==> src/rtl/rdr_pkg.sv <==
package rdr_pkg;
  typedef enum logic [1:0] {
    SRC_CTRL = 2'd0,
    SRC_CAL  = 2'd1,
    SRC_OUT  = 2'd2
  } src_e;
endpackage

==> src/rtl/rdr_sync.sv <==
// Multi-bit double-flop synchroniser for asynchronous host lines.
module rdr_sync #(
  parameter int               WIDTH   = 2,
  parameter int               STAGES  = 2,
  parameter logic [WIDTH-1:0] RST_VAL = '0
) (
  input  logic             clk,
  input  logic             rst_n,
  input  logic [WIDTH-1:0] async_i,
  output logic [WIDTH-1:0] level_o
);
  logic [WIDTH-1:0] chain_q [STAGES];
  logic [WIDTH-1:0] chain_d [STAGES];

  generate
    for (genvar s = 0; s < STAGES; s++) begin : g_stage
      if (s == 0) begin : g_first
        always_comb chain_d[s] = async_i;
      end else begin : g_next
        always_comb chain_d[s] = chain_q[s-1];
      end
      always_ff @(posedge clk or negedge rst_n) begin
        if (!rst_n) chain_q[s] <= RST_VAL;
        else        chain_q[s] <= chain_d[s];
      end
    end
  endgenerate

  assign level_o = chain_q[STAGES-1];
endmodule

==> src/rtl/rdr_word_store.sv <==
// Result register and data-ready flag.
module rdr_word_store #(
  parameter int W = 24
) (
  input  logic         clk,
  input  logic         rst_n,
  input  logic         load_i,
  input  logic [W-1:0] data_i,
  input  logic         out_busy_i,
  input  logic         out_start_i,
  input  logic         out_done_i,
  output logic [W-1:0] word_o,
  output logic         drdy_n_o
);
  logic [W-1:0] word_q, word_d;
  logic         drdy_n_q, drdy_n_d;
  logic         accept;

  always_comb begin
    accept   = load_i && !out_busy_i && !out_start_i;
    word_d   = word_q;
    drdy_n_d = drdy_n_q;
    if (accept) begin
      word_d   = data_i;
      drdy_n_d = 1'b0;
    end else if (out_done_i) begin
      drdy_n_d = 1'b1;
    end
  end

  always_ff @(posedge clk or negedge rst_n) begin
    if (!rst_n) begin
      word_q   <= '0;
      drdy_n_q <= 1'b1;
    end else begin
      word_q   <= word_d;
      drdy_n_q <= drdy_n_d;
    end
  end

  assign word_o   = word_q;
  assign drdy_n_o = drdy_n_q;

  // the flag only returns inactive after a completed result word
  a_r5_drdy_rise_at_end : assert property (@(posedge clk) disable iff (!rst_n)
    $rose(drdy_n_q) |-> $past(out_done_i));
  // a load during a result read never alters the stored word
  a_r8_drop_keeps_word : assert property (@(posedge clk) disable iff (!rst_n)
    (load_i && out_busy_i) |=> $stable(word_q));
endmodule

==> src/rtl/rdr_shift_ctrl.sv <==
// Frame tracking, source capture and bit shifting.
module rdr_shift_ctrl
  import rdr_pkg::*;
#(
  parameter int W       = 24,
  parameter int SHORT_W = 16,
  localparam int CW     = $clog2(W + 1)
) (
  input  logic         clk,
  input  logic         rst_n,
  input  logic         rfs_lvl_i,
  input  logic         sclk_lvl_i,
  input  logic         sel_i,
  input  logic         cal_pick_i,
  input  logic         short_i,
  input  logic [W-1:0] ctrl_i,
  input  logic [W-1:0] cal_i,
  input  logic [W-1:0] out_word_i,
  input  logic         drdy_n_i,
  output logic         sdo_o,
  output logic         sdo_en_o,
  output logic         out_busy_o,
  output logic         out_start_o,
  output logic         out_done_o
);
  logic          rfs_prev_q, sclk_prev_q;
  logic          busy_q, busy_d;
  src_e          src_q, src_d, want_src;
  logic [CW-1:0] len_q, len_d, cnt_q, cnt_d;
  logic [W-1:0]  sh_q, sh_d;
  logic          frame_low, frame_fall, sclk_fall;
  logic          start, adv, last;

  always_comb begin
    frame_low  = !rfs_lvl_i;
    frame_fall = !rfs_lvl_i && rfs_prev_q;
    sclk_fall  = !sclk_lvl_i && sclk_prev_q;
    if (!sel_i)          want_src = SRC_CTRL;
    else if (cal_pick_i) want_src = SRC_CAL;
    else                 want_src = SRC_OUT;
    start = frame_fall && !busy_q && !(want_src == SRC_OUT && drdy_n_i);
    adv   = busy_q && frame_low && sclk_fall;
    last  = adv && (cnt_q == len_q - CW'(1));

    busy_d = busy_q;
    src_d  = src_q;
    len_d  = len_q;
    cnt_d  = cnt_q;
    sh_d   = sh_q;
    if (start) begin
      busy_d = 1'b1;
      src_d  = want_src;
      cnt_d  = '0;
      len_d  = (want_src == SRC_OUT && short_i) ? CW'(SHORT_W) : CW'(W);
      case (want_src)
        SRC_OUT: sh_d = out_word_i;
        SRC_CAL: sh_d = cal_i;
        default: sh_d = ctrl_i;
      endcase
    end else if (adv) begin
      if (last) begin
        busy_d = 1'b0;
        cnt_d  = '0;
      end else begin
        cnt_d = cnt_q + CW'(1);
        sh_d  = {sh_q[W-2:0], 1'b0};
      end
    end
  end

  always_ff @(posedge clk or negedge rst_n) begin
    if (!rst_n) begin
      rfs_prev_q  <= 1'b1;
      sclk_prev_q <= 1'b0;
      busy_q      <= 1'b0;
      src_q       <= SRC_CTRL;
      len_q       <= CW'(W);
      cnt_q       <= '0;
      sh_q        <= '0;
    end else begin
      rfs_prev_q  <= rfs_lvl_i;
      sclk_prev_q <= sclk_lvl_i;
      busy_q      <= busy_d;
      src_q       <= src_d;
      len_q       <= len_d;
      cnt_q       <= cnt_d;
      sh_q        <= sh_d;
    end
  end

  assign sdo_o       = sh_q[W-1];
  assign sdo_en_o    = busy_q && frame_low;
  assign out_busy_o  = busy_q && (src_q == SRC_OUT);
  assign out_start_o = start && (want_src == SRC_OUT);
  assign out_done_o  = last && (src_q == SRC_OUT);

  // a result frame opened without a ready word never becomes active
  a_r5_blocked_frame : assert property (@(posedge clk) disable iff (!rst_n)
    (frame_fall && !busy_q && sel_i && !cal_pick_i && drdy_n_i) |=> !busy_q);
  // the bit position is frozen while the strobe is high
  a_r7_hold_paused : assert property (@(posedge clk) disable iff (!rst_n)
    (busy_q && !frame_low) |=> $stable(cnt_q));
  // the position never reaches the word length while active
  a_r3_cnt_in_range : assert property (@(posedge clk) disable iff (!rst_n)
    busy_q |-> (cnt_q < len_q));
  // only the two legal lengths are ever in use
  a_r4_len_legal : assert property (@(posedge clk) disable iff (!rst_n)
    busy_q |-> (len_q == CW'(W) || len_q == CW'(SHORT_W)));
endmodule

==> src/rtl/hostclk_serial_reader.sv <==
module hostclk_serial_reader #(
  parameter int W       = 24,
  parameter int SHORT_W = 16,
  parameter int STAGES  = 2
) (
  input  logic         clk,
  input  logic         rst_n,
  input  logic         sclk_i,
  input  logic         rfs_n_i,
  input  logic         sel_i,
  input  logic         cal_pick_i,
  input  logic         short_word_i,
  input  logic         word_load_i,
  input  logic [W-1:0] word_data_i,
  input  logic [W-1:0] ctrl_word_i,
  input  logic [W-1:0] cal_word_i,
  output logic         sdo_o,
  output logic         sdo_en_o,
  output logic         drdy_n_o
);
  logic         rst_meta_q, rst_sync_n;
  logic [1:0]   host_lvl;
  logic [W-1:0] out_word;
  logic         out_busy, out_start, out_done;

  always_ff @(posedge clk or negedge rst_n) begin
    if (!rst_n) begin
      rst_meta_q <= 1'b0;
      rst_sync_n <= 1'b0;
    end else begin
      rst_meta_q <= 1'b1;
      rst_sync_n <= rst_meta_q;
    end
  end

  rdr_sync #(.WIDTH(2), .STAGES(STAGES), .RST_VAL(2'b10)) u_sync (
    .clk     (clk),
    .rst_n   (rst_sync_n),
    .async_i ({rfs_n_i, sclk_i}),
    .level_o (host_lvl)
  );

  rdr_word_store #(.W(W)) u_store (
    .clk         (clk),
    .rst_n       (rst_sync_n),
    .load_i      (word_load_i),
    .data_i      (word_data_i),
    .out_busy_i  (out_busy),
    .out_start_i (out_start),
    .out_done_i  (out_done),
    .word_o      (out_word),
    .drdy_n_o    (drdy_n_o)
  );

  rdr_shift_ctrl #(.W(W), .SHORT_W(SHORT_W)) u_shift (
    .clk         (clk),
    .rst_n       (rst_sync_n),
    .rfs_lvl_i   (host_lvl[1]),
    .sclk_lvl_i  (host_lvl[0]),
    .sel_i       (sel_i),
    .cal_pick_i  (cal_pick_i),
    .short_i     (short_word_i),
    .ctrl_i      (ctrl_word_i),
    .cal_i       (cal_word_i),
    .out_word_i  (out_word),
    .drdy_n_i    (drdy_n_o),
    .sdo_o       (sdo_o),
    .sdo_en_o    (sdo_en_o),
    .out_busy_o  (out_busy),
    .out_start_o (out_start),
    .out_done_o  (out_done)
  );

  // output enable is already off when the flag returns inactive
  a_r5_en_off_with_drdy : assert property (@(posedge clk) disable iff (!rst_sync_n)
    $rose(drdy_n_o) |-> !sdo_en_o);
  // outside result reads and loads the flag does not move
  a_r9_drdy_untouched : assert property (@(posedge clk) disable iff (!rst_sync_n)
    (!out_busy && !out_start && !word_load_i) |=> $stable(drdy_n_o));
endmodule

==> config.mk <==
export PLATFORM = sky130hd
export DESIGN_NAME = hostclk_serial_reader
export DESIGN_NICKNAME = d
export VERILOG_FILES = /design/src/rtl/rdr_pkg.sv /design/src/rtl/rdr_sync.sv /design/src/rtl/rdr_word_store.sv /design/src/rtl/rdr_shift_ctrl.sv /design/src/rtl/hostclk_serial_reader.sv
export SDC_FILE = /design/constraint.sdc
export NUM_CORES = 1
export LEC_CHECK = 0
export BUFFER_PORTS_ARGS = -buffer_cell sky130_fd_sc_hd__buf_4
export CELL_PAD_IN_SITES_DETAIL_PLACEMENT = 0
export CELL_PAD_IN_SITES_GLOBAL_PLACEMENT = 2
export CORE_MARGIN = 2
export CORE_UTILIZATION = 36
export DETAILED_ROUTE_END_ITERATION = 8
export PLACE_DENSITY_LB_ADDON = 0.1
export SLEW_MARGIN = 15
export SYNTH_ARGS = -nofsm -noshare
export SYNTH_HDL_FRONTEND = slang
export SYNTH_HIERARCHICAL = 1
export SYNTH_SLANG_ARGS = --single-unit
export TNS_END_PERCENT = 20
==> constraint.sdc <==
create_clock -name clk -period 3.3 [get_ports clk]
set_input_delay 0.33 -clock clk [delete_from_list [all_inputs] [get_ports clk]]
set_output_delay 0.33 -clock clk [all_outputs]
set_load 0.005 [all_outputs]
==> flow_summary.rst, run 1 <==
.. list-table::
   :header-rows: 1

   * - Metric
     - Value
   * - PostCTS Resize Cnt
     - 0
   * - Post-route setup TNS
     - 0 ps
   * - Number of failing hold endpoints at the final stage
     - 0
   * - Biggest area contributors in the synthesized netlist
     - dfrtp_1 46%, mux2_2 7.9%, mux2i_1 7.3%
   * - Antenna diode count
     - 0
   * - Clock sink count
     - 66
   * - Worst Hold Depth
     - 1
   * - Placed wire-length estimate after detailed placement
     - between 5 and 6 mm
   * - Net Count, Synth
     - roughly 380
   * - Result of the run
     - finished, final reports clean
   * - Final worst-path setup slack
     - 1050 ps
   * - Initial Util
     - 37.4%
   * - Area of the mapped netlist
     - approximately 3300 sq um
   * - Placement Rows
     - 34
   * - DIE HEIGHT
     - 99.7 um
   * - Number of buffers between clock root and the deepest sink
     - 2
   * - Critical Path Source Type
     - flip-flop
   * - Time the worst path needs with I/O delays and setup
     - ~2300 ps
   * - Arrival time reported for the critical path endpoint
     - roughly 2400 ps
   * - I/O Buffers
     - a little over 80
   * - Endpoint of the worst register-to-register path
     - u_shift/sh_q[12]$_DFFE_PN0P_
   * - Proportion of netlist area held by the largest area contributor
     - between 40% and 50%
   * - H-Tree Level Count
     - 3
   * - Number of cells on the worst reg-to-reg path
     - 6
   * - Number of search-and-repair iterations in the first detailed-routing pass
     - 5
   * - Cell accounting for the most synthesized area
     - dfrtp_1
   * - DR vias
     - 2,520
   * - Vias in the first global route
     - about 2,500
   * - Worst min-delay path category
     - input pin to flip-flop
   * - Post-synth ARST share
     - between 90% and 100%
   * - Number of violations reported at the end of detailed-routing iteration 0
     - approximately 120
   * - Power density over the cells
     - 572 nW/um^2
   * - Hold Crit Start
     - sclk_i
   * - Area added between synthesis and finish
     - 27.8%
   * - Tcrit/Tclk final
     - 68.2%
   * - Total GRT Usage
     - between 10% and 20%
   * - Worst slack, placed
     - roughly 850 ps
   * - Slack of the worst reg-to-reg path
     - 1050 ps
   * - Number of flops mapped to enable cells by yosys
     - 0
   * - Top-level I/O count
     - 83
   * - Fin Clk Skew
     - 11.9 ps
   * - Maximum number of pins on one net before global-route repair
     - 52
   * - Share of cells above drive strength 1
     - between 30% and 40%
   * - Cell count after synthesis
     - 301
   * - Number of CTS-inserted buffers
     - 9
   * - Placeable Area
     - just under 9000 sq um
   * - Gp weighted congestion
     - 0.754
   * - Leading cell types in the layout, fill and taps excluded
     - 87 x buf_4, 60 x dfrtp_1, 29 x nand2_1, 28 x o21ai_0
   * - Register bit count reported by yosys
     - 66
   * - NumNets Final
     - between 400 and 500
   * - Final number of max-transition violations
     - 0
   * - CTS tree
     - yes
   * - Hold_buf cts
     - 1
   * - Post-CTS Setup Bufs
     - 0
   * - Slew @ Worst Pin
     - 953 ps
   * - Synth cell types
     - 37
   * - Most frequent standard cell in the layout excluding fill and tap cells
     - buf_4
   * - Wire length of the first global-routing pass
     - ~13 mm
   * - Critical Path End Type
     - flip-flop
   * - Overall die area
     - 9940 sq um
   * - Data required time at the worst endpoint
     - 3490 ps
   * - Setup repair after global routing missed its margin
     - no
   * - Max-cap violation count
     - 0
   * - Number of antenna violations at the first check in global routing
     - 0
   * - Total grt overflow
     - 0
   * - Highest ir drop seen on vdd
     - between 0.2 and 0.25 mV
   * - Worst relative slew slack
     - between 30% and 40%
   * - Hold slack final
     - roughly 96 ps
   * - Mean instance size in the synthesized netlist
     - roughly 11 sq um
   * - Crit Path Category
     - flip-flop to flip-flop
   * - Total detailed-routing wirelength
     - 8.19 mm
   * - Layout Utilization
     - between 40% and 50%
   * - Critical Path Start
     - u_shift/cnt_q[3]$_DFFE_PN0P_
   * - DRC errors left
     - 0
   * - Per-cell via count in the routed design
     - about 5.1
   * - Die Width
     - between 90 and 100 um
   * - Yosys Warn Count
     - 6
   * - DRT antenna net count
     - 0
   * - Leakage
     - 1.88 nW
   * - Peak fanout along the critical path
     - 27
   * - Final routed wire length divided by cell count
     - around 17 um
   * - Final setup fails
     - 0
   * - Fraction of the yosys area taken by sequential cells
     - 50.3%
   * - Root buffer cell
     - clkbuf_8
   * - Min-Delay Endpoint
     - u_sync/chain_d[0]$_DFF_PN0_
   * - Post-route total power
     - around 2.4 mW
   * - Achievable frequency
     - around 0.44 GHz
   * - Crit Reg-Reg Startpoint
     - u_shift/cnt_q[3]$_DFFE_PN0P_
   * - Reg clk slew, reported paths
     - approximately 80 ps
   * - Latest clock arrival within the worst-skew pair
     - around 350 ps
   * - Primary FF master, synth
     - dfrtp_1
## Yosys cell counts, types with 5 or more instances
master and n:
mux2_2 23, mux2i_1 24, inv_1 24, o221ai_1 23, dfrtp_1 61, nor2_1 6
nand2_1 29, o211ai_1 23, buf_2 6, o21ai_0 28, dfstp_2 5, clkbuf_1 10
buf_6 5
## registers in the layout, summed over array words and instances (netlist names)
| register | cells |
|---|---|
| u_shift/sh_q | 24 |
| u_shift/cnt_q | 5 |
| u_store/drdy_n_o | 1 |
| rst_meta_q | 1 |
| u_sync/chain_d | 2 |
| u_sync/level_o | 2 |
| rst_sync_n | 1 |
| u_shift/src_q | 2 |
| u_shift/rfs_prev_q | 1 |
| u_shift/len_q | 1 |
| u_store/word_o | 24 |
| u_shift/sclk_prev_q | 1 |
| u_shift/busy_q | 1 |
## final cells by class
type                       count  area (sq um)
timing repair buffer          88           663
sequential                    66          1660
tap                          108           135
clock inverter                 7           118
inverter                      24          90.1
multi-input combinational    189          1420
clock buffer                   9           124
fill                         859          4590
## worst max-delay path, cell delays in order, from the launching register on
cell and delay, ps:
dfrtp_1 430, or3b_1 410, a21oi_4 120, buf_4 270, or2b_1 420, buf_4 290, o221ai_1 140
## metrics by stage
step                      area (sq um)  std cells
after global routing              4210        491
after floorplan                   3300        301
final                             4210        491
after CTS                         4210        491
after detailed placement          3960        474
after global placement            3960        474
## where the power goes
part	switching, mW	internal [mW]
clock network	0.322	0.502
logic	0.210	0.267
registers	0.109	0.999
total	0.642	1.77
## worst max-delay path by stage
stage / endpoint / slack [ps] / cells past startpoint
finish: u_shift/sh_q[12]$_DFFE_PN0P_ / 1050 / 6
global placement: u_store/word_o[12]$_DFFE_PN0P_ / 930 / 7
global route: u_shift/sh_q[12]$_DFFE_PN0P_ / 880 / 6
detailed placement: u_store/word_o[10]$_DFFE_PN0P_ / 850 / 7
CTS: u_shift/sh_q[12]$_DFFE_PN0P_ / 1010 / 6
floorplan: u_store/word_o[0]$_DFFE_PN0P_ / 1300 / 7
## cell families after synthesis
| family | Yosys count | share of synthesized area (%) |
|---|---|---|
| flops | 66 | 50.3 |
| xor+xnor | 2 | 0.532 |
| mux | 48 | 15.5 |
| fa+ha+maj | 1 | 0.380 |
| buf+inv | 46 | 6.72 |
| simple gates | 52 | 7.97 |
| compound gates | 85 | 18.5 |
| other cells | 1 | 0.114 |
## metal layers
layer | up-vias | wire length, um | GRT usage (%)
met5 | - | 0 | 0
met4 | 0 | 120 | 6.64
met3 | 9 | 527 | 4.15
met2 | 74 | 3450 | 23.0
met1 | 1193 | 4100 | 27.6
li1 | 1244 | - | -
Power figures use the tool's default switching activity.
==> inputs of run 2 (changes only) <==
--- a/config.mk
+++ b/config.mk
@@ -9,7 +9,7 @@
 export CELL_PAD_IN_SITES_DETAIL_PLACEMENT = 0
 export CELL_PAD_IN_SITES_GLOBAL_PLACEMENT = 2
 export CORE_MARGIN = 2
-export CORE_UTILIZATION = 36
+export CORE_UTILIZATION = 33
 export DETAILED_ROUTE_END_ITERATION = 8
 export PLACE_DENSITY_LB_ADDON = 0.1
 export SLEW_MARGIN = 15
==> constraint.sdc (replaced) <==
create_clock -name clk -period 2.25 [get_ports clk]
set_input_delay 0.225 -clock clk [delete_from_list [all_inputs] [get_ports clk]]
set_output_delay 0.225 -clock clk [all_outputs]
set_load 0.005 [all_outputs]
==> run 2 against run 1 <==
Clock skew up 4.8 ps. Global-route usage decreased by 1.0 points. Via count increased by 2.7%. Clock power is 27% higher. Largest cell class unchanged. Largest power group unchanged.
==> flow_summary.rst, run 2 (synthesized netlist as in run 1, its figures left out) <==
.. list-table::
   :header-rows: 1

   * - Metric
     - Value
   * - Worst slack, placed
     - -265 ps
   * - Area added between synthesis and finish
     - 31.4%
   * - Endpoint of the worst register-to-register path
     - u_store/word_o[16]$_DFFE_PN0P_
   * - CTS tree
     - yes
   * - Multi-input gate area in the final layout
     - around 1400 sq um
   * - Tcrit/Tclk final
     - 92.7%
   * - Reg clk slew, reported paths
     - roughly 70 ps
   * - Peak fanout along the critical path
     - 12
   * - Final routed wire length divided by cell count
     - approximately 16 um
   * - Gp weighted congestion
     - just over 0.7
   * - Final cell area excluding filler cells
     - 4330 sq um
   * - Number of CTS-inserted buffers
     - 9
   * - Post-route total power
     - about 3.4 mW
   * - Maximum number of pins on one net before global-route repair
     - 52
   * - Data required time at the worst endpoint
     - around 2500 ps
   * - Worst setup path endpoint
     - u_store/word_o[16]$_DFFE_PN0P_
   * - DR vias
     - between 2,000 and 3,000
   * - Number of violations reported at the end of detailed-routing iteration 0
     - roughly 120
   * - Antenna diode count
     - 0
   * - Arrival time reported for the critical path endpoint
     - around 2300 ps
   * - DRC errors left
     - 0
   * - Critical Path Source Type
     - flip-flop
   * - Final number of max-transition violations
     - 0
   * - Latest clock arrival within the worst-skew pair
     - 350 ps
   * - Total detailed-routing wirelength
     - ~8.6 mm
   * - FF+latch area
     - 1660 sq um
   * - Hold slack final
     - between 50 and 60 ps
   * - Highest ir drop seen on vdd
     - between 0.2 and 0.3 mV
   * - Setup repair after global routing missed its margin
     - no
   * - Final setup fails
     - 0
   * - Worst min-delay path category
     - input pin to flip-flop
   * - Initial Util
     - between 30% and 40%
   * - Placed instance count
     - 505
   * - Number of buffers between clock root and the deepest sink
     - 2
   * - Worst relative slew slack
     - 55.3%
   * - Power density over the cells
     - slightly below 800 nW/um^2
   * - Vias in the first global route
     - 2,619
   * - Most frequent standard cell in the layout excluding fill and tap cells
     - buf_4
   * - Overall die area
     - ~11,000 sq um
   * - Max-cap violation count
     - 0
   * - Leading cell types in the layout, fill and taps excluded
     - 92 x buf_4, 60 x dfrtp_1, 29 x nand2_1, 28 x o21ai_0
   * - Crit Path Category
     - flip-flop to flip-flop
   * - Count of non-filler cells in the finished layout
     - between 500 and 600
   * - Top-level I/O count
     - between 80 and 90
   * - DIE HEIGHT
     - between 100 and 150 um
   * - Critical Path Start
     - u_sync/level_o[1]$_DFF_PN1_
   * - Time the worst path needs with I/O delays and setup
     - 2090 ps
   * - Number of failing hold endpoints at the final stage
     - 0
   * - Hold Crit Start
     - short_word_i
   * - Per-cell via count in the routed design
     - roughly 4.9
   * - Number of cells on the worst reg-to-reg path
     - 5
   * - Number of search-and-repair iterations in the first detailed-routing pass
     - 4
   * - Post-route setup TNS
     - 0 ps
   * - NumNets Final
     - around 470
   * - Placeable Area
     - 9730 sq um
   * - Number of antenna violations at the first check in global routing
     - 0
   * - Standard cell area after detailed placement
     - between 4000 and 5000 sq um
   * - Placement Rows
     - 36
   * - H-Tree Level Count
     - 3
   * - DRT antenna net count
     - 0
   * - Root buffer cell
     - clkbuf_8
   * - Clock sink count
     - 66
   * - Result of the run
     - finished, final reports clean
   * - Slack of the worst reg-to-reg path
     - around 160 ps
   * - Achievable frequency
     - between 0.4 and 0.5 GHz
   * - I/O Buffers
     - 82
   * - Fin Clk Skew
     - between 15 and 20 ps
   * - Layout Utilization
     - between 40% and 50%
   * - Total GRT Usage
     - ~17%
   * - Leakage
     - 1.92 nW
   * - Critical Path End Type
     - flip-flop
   * - Placed wire-length estimate after detailed placement
     - between 6 and 7 mm
   * - Total grt overflow
     - 0
   * - Share of cells above drive strength 1
     - between 30% and 40%
   * - Crit Reg-Reg Startpoint
     - u_sync/level_o[1]$_DFF_PN1_
   * - Slew @ Worst Pin
     - 669 ps
   * - Count of fill cells added during filler insertion
     - roughly 970
   * - Wire length of the first global-routing pass
     - ~14 mm
   * - Final worst-path setup slack
     - 165 ps
   * - Die Width
     - 104 um
## run 2: changes by cell type in the layout (fill, tap and decap cells not counted), moves of 2 or more
cell / change
buf_4: +5
clkbuf_8: +3
buf_12: +2
bufinv_16: -2
clkbuf_1: +2
clkinv_4: -2
dlygate4sd3_1: +2
## run 2: layout make-up
cell class                      instances  area share, %
Tap cell                              133           3.84
Sequential cell                        66           38.3
Timing Repair Buffer                   97           17.6
Inverter                               24           2.08
Multi-Input combinational cell        190           33.4
Clock inverter                          2          0.809
Clock buffer                           14           3.99
## run 2: worst min-delay path by stage
stage / end / slack (ps) / cells past startpoint
5_1_grt: u_shift/len_q[3]$_DFFE_PN1P_ / 60 / 2
2_1_floorplan: rst_meta_q$_DFF_PN0_ / -70 / 0
3_3_place_gp: rst_meta_q$_DFF_PN0_ / 7 / 1
4_1_cts: u_shift/len_q[3]$_DFFE_PN1P_ / 30 / 2
6_report: u_shift/len_q[3]$_DFFE_PN1P_ / 50 / 2
3_5_place_dp: rst_meta_q$_DFF_PN0_ / 10 / 1
## run 2: critical path, cell delays in order, from the launching register on
cell	delay, ps
dfstp_2	530
or3b_4	160
a21oi_4	40
and2_1	240
nor3b_4	600
mux2_2	400
## run 2: layer usage
metal | part of all wire [%] | GRT usage [%] | wire length, um | vias up
li1 | - | - | - | 1262
met1 | 51 | 25.0 | 4410 | 1249
met2 | 43 | 23.0 | 3680 | 67
met3 | 4.6 | 4.07 | 396 | 11
met4 | 1.9 | 5.79 | 160 | 0
met5 | 0 | 0 | 0 | -
## run 2: power by group
| part | internal [mW] | switching (mW) |
|---|---|---|
| Combinational | 0.413 | 0.315 |
| Sequential | 1.47 | 0.166 |
| Clock | 0.603 | 0.444 |
## run 2: timing repair
item	4_1_cts	5_1_grt
setup endpoints to repair	25	24
setup buffers	0	1
cloned	1	0
pin swaps	1	2
hold buffers	3	0
resized for setup	1	1
hold endpoints to repair	4	0
==> inputs of run 3 (changes only) <==
--- a/config.mk
+++ b/config.mk
@@ -9,9 +9,10 @@
 export CELL_PAD_IN_SITES_DETAIL_PLACEMENT = 0
 export CELL_PAD_IN_SITES_GLOBAL_PLACEMENT = 2
 export CORE_MARGIN = 2
-export CORE_UTILIZATION = 33
+export CORE_UTILIZATION = 36
 export DETAILED_ROUTE_END_ITERATION = 8
 export PLACE_DENSITY_LB_ADDON = 0.1
+export REMOVE_ABC_BUFFERS = 1
 export SLEW_MARGIN = 15
 export SYNTH_ARGS = -nofsm -noshare
 export SYNTH_HDL_FRONTEND = slang
==> constraint.sdc (replaced) <==
create_clock -name clk -period 2.4 [get_ports clk]
set_input_delay 0.24 -clock clk [delete_from_list [all_inputs] [get_ports clk]]
set_output_delay 0.24 -clock clk [all_outputs]
set_load 0.005 [all_outputs]
==> run 3 against run 2 <==
Sequential share of layout area up 0.78 points. Flip-flop and latch count unchanged. Clock power down 17%. Wire length down 14%. Largest power group unchanged. First-iteration DRC count up 29%. Register-to-register slack better by 210 ps. Utilization up 3.7 points.
==> flow_summary.rst, run 3 (synthesized netlist as in run 1, its figures left out) <==
.. list-table::
   :header-rows: 1

   * - Metric
     - Value
   * - Time the worst path needs with I/O delays and setup
     - roughly 2000 ps
   * - Slew @ Worst Pin
     - between 500 and 600 ps
   * - CTS tree
     - yes
   * - Total grt overflow
     - 0
   * - Wire length of the first global-routing pass
     - roughly 13 mm
   * - Setup repair after global routing missed its margin
     - no
   * - Arrival time reported for the critical path endpoint
     - between 2000 and 2500 ps
   * - Highest ir drop seen on vdd
     - around 0.36 mV
   * - Count of buffer and inverter cells on the critical path
     - 1
   * - Root buffer cell
     - clkbuf_8
   * - Final number of max-transition violations
     - 0
   * - NumNets Final
     - 469
   * - Worst min-delay path category
     - input pin to flip-flop
   * - Number of buffers between clock root and the deepest sink
     - 2
   * - Initial Util
     - a little under two fifths
   * - DRT antenna net count
     - 0
   * - Leakage
     - 1.90 nW
   * - Gp weighted congestion
     - approximately 0.75
   * - Fraction of power spent switching nets
     - a little over a quarter
   * - Placed wire-length estimate after detailed placement
     - 5.10 mm
   * - Tcrit/Tclk final
     - between 80 and 90%
   * - Vias in the first global route
     - ~2,700
   * - Final worst-path setup slack
     - 379 ps
   * - Clock power share
     - 28.5%
   * - FF+latch area
     - around 1700 sq um
   * - Slowest stage delay, CP
     - about 510 ps
   * - Worst Hold Depth
     - 2
   * - Area added between synthesis and finish
     - 28.7%
   * - Power density over the cells
     - between 700 and 800 nW/um^2
   * - Antenna diode count
     - 0
   * - Maximum number of pins on one net before global-route repair
     - 52
   * - Data required time at the worst endpoint
     - 2620 ps
   * - DIE HEIGHT
     - ~100 um
   * - Final setup fails
     - 0
   * - H-Tree Level Count
     - 3
   * - Final routed wire length divided by cell count
     - about 15 um
   * - Max-cap violation count
     - 0
   * - Most frequent standard cell in the layout excluding fill and tap cells
     - buf_4
   * - Crit Path Category
     - flip-flop to flip-flop
   * - Cell family contributing the most delay on the critical path
     - simple AND/OR/NAND/NOR gates
   * - Number of failing hold endpoints at the final stage
     - 0
   * - Reg clk slew, reported paths
     - about 70 ps
   * - Number of search-and-repair iterations in the first detailed-routing pass
     - 4
   * - Fin Clk Skew
     - between 6 and 7 ps
   * - Standard cell area after detailed placement
     - around 4000 sq um
   * - Count of fill cells added during filler insertion
     - about 800
   * - Share of cells above drive strength 1
     - 35.9%
   * - Combinational cell fraction of total power
     - 21.6%
   * - DR vias
     - between 2,000 and 3,000
   * - Number of CTS-inserted buffers
     - 9
   * - Switching component of the power
     - 0.829 mW
   * - Die Width
     - roughly 100 um
   * - Logic depth of the worst path, buffers included
     - 6
   * - Number of violations reported at the end of detailed-routing iteration 0
     - 150
   * - Overall die area
     - slightly below 10,000 sq um
   * - Worst relative slew slack
     - between 60% and 70%
   * - Latest clock arrival within the worst-skew pair
     - ~330 ps
   * - Critical Path Source Type
     - flip-flop
   * - Achievable frequency
     - slightly below 0.5 GHz
   * - Critical Path End Type
     - flip-flop
   * - Worst slack, placed
     - between 300 and 400 ps
   * - Final cell area excluding filler cells
     - roughly 4200 sq um
   * - Cell-internal power
     - ~2.2 mW
   * - Cell with the largest stage delay on the worst path
     - dfstp_2
   * - Per-cell via count in the routed design
     - between 5 and 6
   * - Total GRT Usage
     - 15.9%
   * - Leading cell types in the layout, fill and taps excluded
     - 94 x buf_4, 60 x dfrtp_1, 29 x nand2_1, 28 x o21ai_0
   * - DRC errors left
     - 0
   * - Placeable Area
     - between 8000 and 9000 sq um
   * - Total detailed-routing wirelength
     - between 7 and 8 mm
   * - Critical path, cell by cell
     - or3b_1, a21oi_4, and2_1, nor3b_4, buf_4, mux2_1
   * - Placement Rows
     - 34
   * - Top-level I/O count
     - slightly above 80
   * - Peak fanout along the critical path
     - 14
   * - Number of cells on the worst reg-to-reg path
     - 6
   * - Clock sink count
     - between 60 and 70
   * - Multi-input gate area in the final layout
     - 1420 sq um
   * - I/O Buffers
     - 82
   * - Number of antenna violations at the first check in global routing
     - 0
   * - Flop pwr share
     - between 40 and 50%
   * - Result of the run
     - finished, final reports clean
## run 3: layer usage
metal,up-vias,GRT usage [%],wire [um]
met2,53,26.5,3660
met5,-,0,0
met4,0,4.11,76
met1,1232,20.3,3390
li1,1266,-,-
met3,6,4.85,303
## run 3: timing repair
item,in CTS,in global routing
buffers inserted,0,0
hold buffers,3,0
endpoints found under the hold margin,4,0
gates resized for setup,0,0
## run 3: layout make-up
class	count	area share, %
repair buffers	98	17.8
well taps	108	3.18
clock buffers	13	3.27
multi-input cells	189	33.6
clock inverters	3	0.944
flip-flops and latches	66	39.1
inverters	24	2.12
## run 3: metrics by stage
| stage | total power [mW] | std cells | hold WS [ps] | setup TNS [ps] | utilization (%) |
|---|---|---|---|---|---|
| floorplan | 1.95 | 279 | -55.6 | -9790 | - |
| global placement | 2.19 | 482 | 22.4 | 0 | 45.8 |
| detailed placement | 2.22 | 482 | 24.9 | 0 | 45.8 |
| CTS | 3.12 | 501 | 37.6 | 0 | 48.2 |
| global route | 3.27 | 501 | 28.6 | 0 | 48.2 |
| finish | 3.06 | 501 | 59.8 | 0 | 48.2 |
## run 3: worst paths after layout
kind	startpoint	endpoint	slack (ps)
setup / recovery	u_shift/rfs_prev_q$_DFF_PN1_	u_store/word_o[4]$_DFFE_PN0P_	380
hold reg to reg	rst_sync_n$_DFF_PN0_	u_shift/sclk_prev_q$_DFF_PN0_	270
hold / removal	short_word_i	u_shift/len_q[3]$_DFFE_PN1P_	60
min in group asynchronous	rst_n	rst_meta_q$_DFF_PN0_	220
max in group asynchronous	rst_sync_n$_DFF_PN0_	u_shift/len_q[3]$_DFFE_PN1P_	1460
setup reg to reg	u_shift/rfs_prev_q$_DFF_PN1_	u_store/word_o[4]$_DFFE_PN0P_	380
## run 3: power by group through the flow
stage / registers, mW / clock network (mW) / logic, mW
after floorplan: 1.51 / 0 / 0.432
after detailed placement: 1.55 / 0 / 0.668
after global routing: 1.56 / 0.957 / 0.753
after global placement: 1.54 / 0 / 0.650
final: 1.53 / 0.874 / 0.662
after CTS: 1.53 / 0.915 / 0.674
